**src/rtl/pps_pulse_gen.sv**
```systemverilog
module pps_pulse_gen #(
  parameter int SEC_W = 32,
  parameter int SUB_W = 31,
  parameter int CNT_W = 32,
  parameter int DW    = 32
) (
  input  logic             clk,
  input  logic             rst_n,
  input  logic             time_tick,
  input  logic [SEC_W-1:0] sys_sec,
  input  logic [SUB_W-1:0] sys_sub,
  input  logic             wr_en,
  input  logic [2:0]       wr_addr,
  input  logic [DW-1:0]    wr_data,
  output logic             pulse_out,
  output logic             tgt_busy
);

  localparam logic [2:0] A_CTRL = 3'd0;
  localparam logic [2:0] A_TSEC = 3'd1;
  localparam logic [2:0] A_TSUB = 3'd2;
  localparam logic [2:0] A_IVAL = 3'd3;
  localparam logic [2:0] A_WVAL = 3'd4;
  localparam logic [3:0] CMD_GO   = 4'h2;
  localparam logic [3:0] CMD_HALT = 4'h5;
  localparam logic [1:0] MODE_START_ONLY = 2'h2;

  typedef enum logic [1:0] {S_IDLE, S_ARMED, S_RUN, S_DRAIN} st_t;

  st_t              st;
  logic [SEC_W-1:0] tsec;
  logic [SUB_W-1:0] tsub;
  logic [CNT_W-1:0] ival, wval, cnt;
  logic             out_q;

  wire ctrl_wr  = wr_en && (wr_addr == A_CTRL) && wr_data[7];
  wire go_req   = ctrl_wr && (wr_data[3:0] == CMD_GO) && (wr_data[5:4] == MODE_START_ONLY);
  wire halt_req = ctrl_wr && (wr_data[3:0] == CMD_HALT);
  wire legal    = (ival != '0) && (wval != '0) && (wval < ival);
  wire reached  = {sys_sec, sys_sub} >= {tsec, tsub};
  wire draining = (st == S_DRAIN) || (st == S_RUN && halt_req);
  wire [CNT_W-1:0] cnt_inc = cnt + 1'b1;

  assign pulse_out = out_q;
  assign tgt_busy  = (st == S_ARMED);

  always_ff @(posedge clk) begin
    if (!rst_n) begin
      st    <= S_IDLE;
      tsec  <= '0;
      tsub  <= '0;
      ival  <= '0;
      wval  <= '0;
      cnt   <= '0;
      out_q <= 1'b0;
    end else begin
      if (wr_en && !tgt_busy) begin
        case (wr_addr)
          A_TSEC:  tsec <= wr_data[SEC_W-1:0];
          A_TSUB:  tsub <= wr_data[SUB_W-1:0];
          A_IVAL:  ival <= wr_data[CNT_W-1:0];
          A_WVAL:  wval <= wr_data[CNT_W-1:0];
          default: ;
        endcase
      end
      case (st)
        S_IDLE:
          if (go_req && legal) st <= S_ARMED;
        S_ARMED:
          if (halt_req) st <= S_IDLE;
          else if (time_tick && reached) begin
            st    <= S_RUN;
            cnt   <= '0;
            out_q <= 1'b1;
          end
        default: begin
          if (st == S_RUN && halt_req && !out_q) begin
            st <= S_IDLE;
          end else begin
            if (draining) st <= S_DRAIN;
            if (time_tick) begin
              if (draining && (cnt >= wval || cnt >= ival)) begin
                st    <= S_IDLE;
                out_q <= 1'b0;
              end else if (cnt >= ival) begin
                cnt   <= '0;
                out_q <= 1'b1;
              end else begin
                cnt   <= cnt_inc;
                out_q <= (cnt_inc <= wval);
              end
            end
          end
        end
      endcase
    end
  end

  a_r6_pending_means_low: assert property (@(posedge clk) disable iff (!rst_n)
    tgt_busy |-> !pulse_out);

  a_r4_start_on_target: assert property (@(posedge clk) disable iff (!rst_n)
    ($fell(tgt_busy) && pulse_out) |-> $past(time_tick && reached));

  a_r5_edges_on_tick: assert property (@(posedge clk) disable iff (!rst_n)
    (pulse_out != $past(pulse_out)) |-> $past(time_tick));

  a_r3_locked_period: assert property (@(posedge clk) disable iff (!rst_n)
    (tgt_busy && wr_en && wr_addr == A_IVAL) |=> $stable(ival));

  a_r3_locked_target: assert property (@(posedge clk) disable iff (!rst_n)
    (tgt_busy && wr_en && wr_addr == A_TSEC) |=> $stable(tsec));

  a_r8_armed_only_legal: assert property (@(posedge clk) disable iff (!rst_n)
    $rose(tgt_busy) |-> (ival != '0 && wval != '0 && wval < ival));

  a_r7_drain_no_new_pulse: assert property (@(posedge clk) disable iff (!rst_n)
    (st == S_DRAIN) |=> !$rose(pulse_out));

endmodule

```
**config.mk**
```make
export PLATFORM = sky130hd
export DESIGN_NAME = pps_pulse_gen
export DESIGN_NICKNAME = d
export VERILOG_FILES = /design/src/rtl/pps_pulse_gen.sv
export SDC_FILE = /design/constraint.sdc
export NUM_CORES = 1
export LEC_CHECK = 0
export ABC_AREA = 1
export CORE_ASPECT_RATIO = 2
export CORE_UTILIZATION = 52
export DETAILED_ROUTE_END_ITERATION = 10
export DONT_BUFFER_PORTS = 1
export PLACE_DENSITY = 0.68
export SLEW_MARGIN = 20
export SYNTH_ARGS = -nofsm -noshare
export SYNTH_HDL_FRONTEND = slang
export SYNTH_SLANG_ARGS = --single-unit
```
**constraint.sdc**
```tcl
create_clock -name clk -period 7.15 [get_ports clk]
set_input_delay 0.3575 -clock clk [delete_from_list [all_inputs] [get_ports clk]]
set_output_delay 0.3575 -clock clk [all_outputs]
set_load 0.05 [all_outputs]
```
==> impl_metrics.tcl <==
set metrics [dict create \
    outcome "finished, final reports clean" \
    postCtsSetupRepairBufs 0 \
    area_growth_pct 6.54 \
    synth_seq_cells 162 \
    netlist_instances 1625 \
    drtIter0Drc 479 \
    ys_warn_count 0 \
    grt_max_degree 161 \
    drc 0 \
    viasPerCell 5.64 \
    diodes 0 \
    tritoncts "built" \
    ys.flop_type "dfxtp_1" \
    clock.fmax_mhz 271 \
    design_area_um2 12200 \
    drive_above_1_share_pct 3.48 \
    place_area_um2 11600 \
    synth_area_um2 11400 \
    yosysSeqAreaShare_pct 28.3 \
    reg2reg_from "cnt[2]" \
    die_h_um 212 \
    critPathLaunch "cnt[2]" \
    cts_made_buffers 17 \
    cp_cell_sequence "nand3_1, inv_1, nand3_1, nor3_2, inv_1, nor2_1, nand2_1, xor2_1, inv_1, ha_1, nand2_1, nor2_1, nand2_1, nor4_1, nand3_1, nand3_1, nand3_1, a21oi_1" \
    path_common_cell "nand3_1" \
    io_pins 104 \
    slowest_stage "dfxtp_1" \
    fin_util_pct 56.5 \
    ant_nets 0 \
    antenna_found_initial 0 \
    nets 1889 \
    core_um2 21600 \
    cp_max_fo 6 \
    cts.path.max_buffers 2 \
    max_cap_viol_count 0 \
    fin_skew_ps 7.16 \
    synth_top_area_cell "dfxtp_1" \
    hp-class "input port to flip-flop" \
    min_from "rst_n" \
    grt.overflow.total 0 \
    place_congestion 0.917 \
    leakage_nw 5.49 \
    start_util_pct 53.0 \
    wl_per_cell_um 16.6 \
    stdcell_count 1882 \
    period_share_pct 51.6 \
    num_rows 76 \
    hold_viol_final 0 \
    ys_async_sr_fraction_pct 0 \
    critical_path_required_ps 7520 \
    cts_sinks 162 \
    crit_path_start_kind "flip-flop" \
    worstSetupEndpointType "flip-flop" \
    syn_area_per_cell_um2 7.04 \
    tightest_slew_ps 1120 \
    cpPeakStageDelay_ps 460 \
    crit_type "flip-flop to flip-flop" \
    die_area_um2 22600 \
    syn_nets 1918 \
    yosysUniqueCellTypes 35 \
    ir_drop_uv 213 \
    dp.cells 1850 \
    gr-usage-all-layers_pct 28.2 \
    synth_area_leaders "dfxtp_1, ha_1, a21oi_1" \
    cp.arrival_ps 4060 \
    wl_um 31200 \
    finalWorstPathRequiredPeriod_ps 3690 \
    cts_resized 0 \
    rsz0062_at_grt "false" \
    vias 10600 \
    relSlewSlack_pct 25.0 \
    fin_tns_setup_ps 0 \
    slew_viol_final 0 \
    root_buffer "clkbuf_16" \
    total_power_mw 3.59 \
    grt_pass1_wl_um 49300 \
    dpl.hpwl_um 24800 \
    htree_levels 4 \
    die_w_um 107 \
    powerDensity_nw_per_um2 294 \
    io_buffer_count 0 \
    holdBufCountCts 0 \
    synth_edf_count 0 \
    setup_violations 0 \
    drtPass1Iterations 5 \
    clkTransAtPathRegs_ps 60 \
    clkLatencyLatePin_ps 440 \
    grt_pass1_vias 10200 \
    netlist.area_leader.share_pct 28.3 \
]
[synthesized netlist by cell type, types with 6 or more instances]
library cell	count
nor4_1	22
o21ai_0	176
clkbuf_1	45
a21oi_1	226
o21a_1	6
ha_1	191
dfxtp_1	162
inv_2	11
nand4_1	40
inv_1	235
xor2_1	25
nor3_1	17
nand3_1	38
nand2_1	240
nor2_1	154
[sequential cells by signal (all words and copies together), names as in the netlist]
register   flops
wval          32
pulse_out      1
tsub          31
tsec          32
ival          32
cnt           32
st             2
[cells in the final DEF, fill, tap and decap left out, types with 3 or more instances in the layout]
cell type / instances
xor2_1: 25
nor4_1: 22
inv_1: 235
nor2_1: 154
ha_1: 191
a21o_1: 5
clkbuf_16: 17
nand4_1: 40
inv_2: 11
nor4_2: 4
nor3_1: 17
a21oi_1: 226
nand3_1: 38
dfxtp_1: 162
o21a_1: 6
o21ai_0: 176
nand2_1: 240
clkinvlp_4: 4
clkbuf_1: 3
[critical path: cells and delay by family, from the launching register on]
| kind | cells | cell delay [ps] |
|---|---|---|
| buffers and inverters | 3 | 330 |
| flip-flops | 1 | 460 |
| AO/OA/AOI/OAI | 1 | 150 |
| XOR/XNOR | 1 | 200 |
| AND/OR/NAND/NOR | 12 | 2180 |
| adder cells (fa/ha/maj) | 1 | 310 |
[final cells by class]
type	count	area, um2
repair buffers	2	15.0
flip-flops and latches	162	3240
clock inverters	10	125
clock buffers	22	464
fillers	2149	9390
multi-input cells	1167	7080
inverters	246	923
well taps	273	342
[logic make-up (layout without fill, tap and decap cells)]
logic type               after synthesis  after routing  share of synthesized area, %
flip-flops                           162            162                          28.3
adder cells (fa/ha/maj)              191            191                          20.9
AND/OR/NAND/NOR                      532            532                          20.4
AO/OA/AOI/OAI                        419            419                          18.7
buffers and inverters                296            280                          9.80
XOR/XNOR                              25             25                          1.91
[power breakdown]
| group | switching [mW] | total, mW | internal, mW | leakage [nW] |
|---|---|---|---|---|
| registers | 0.120 | 1.11 | 0.992 | 1.32 |
| clock network | 0.396 | 0.932 | 0.536 | 0.274 |
| logic | 1.02 | 1.54 | 0.522 | 3.90 |
[metrics by stage]
step	worst slack [ps]	hold slack, ps
3_5_place_dp	3540	447
4_1_cts	3520	35.8
3_3_place_gp	3600	440
2_1_floorplan	4240	433
6_report	3460	50.8
5_1_grt	3170	48.9
[worst paths after layout]
kind / depth (start not counted) / end / slack, ps
min reg2reg: 2 / tsec[24] / 450
max: 18 / pulse_out / 3460
min: 2 / tsub[14] / 50
max reg2reg: 18 / pulse_out / 3460
[routing by layer]
metal / vias up / share of wire (%) / GRT usage, %
li1: 5384 / - / -
met1: 4869 / 37 / 27.8
met2: 259 / 53 / 53.1
met3: 96 / 4.4 / 5.02
met4: 0 / 5.9 / 17.6
met5: - / 0 / 0
(Power assumes the default switching activity.)
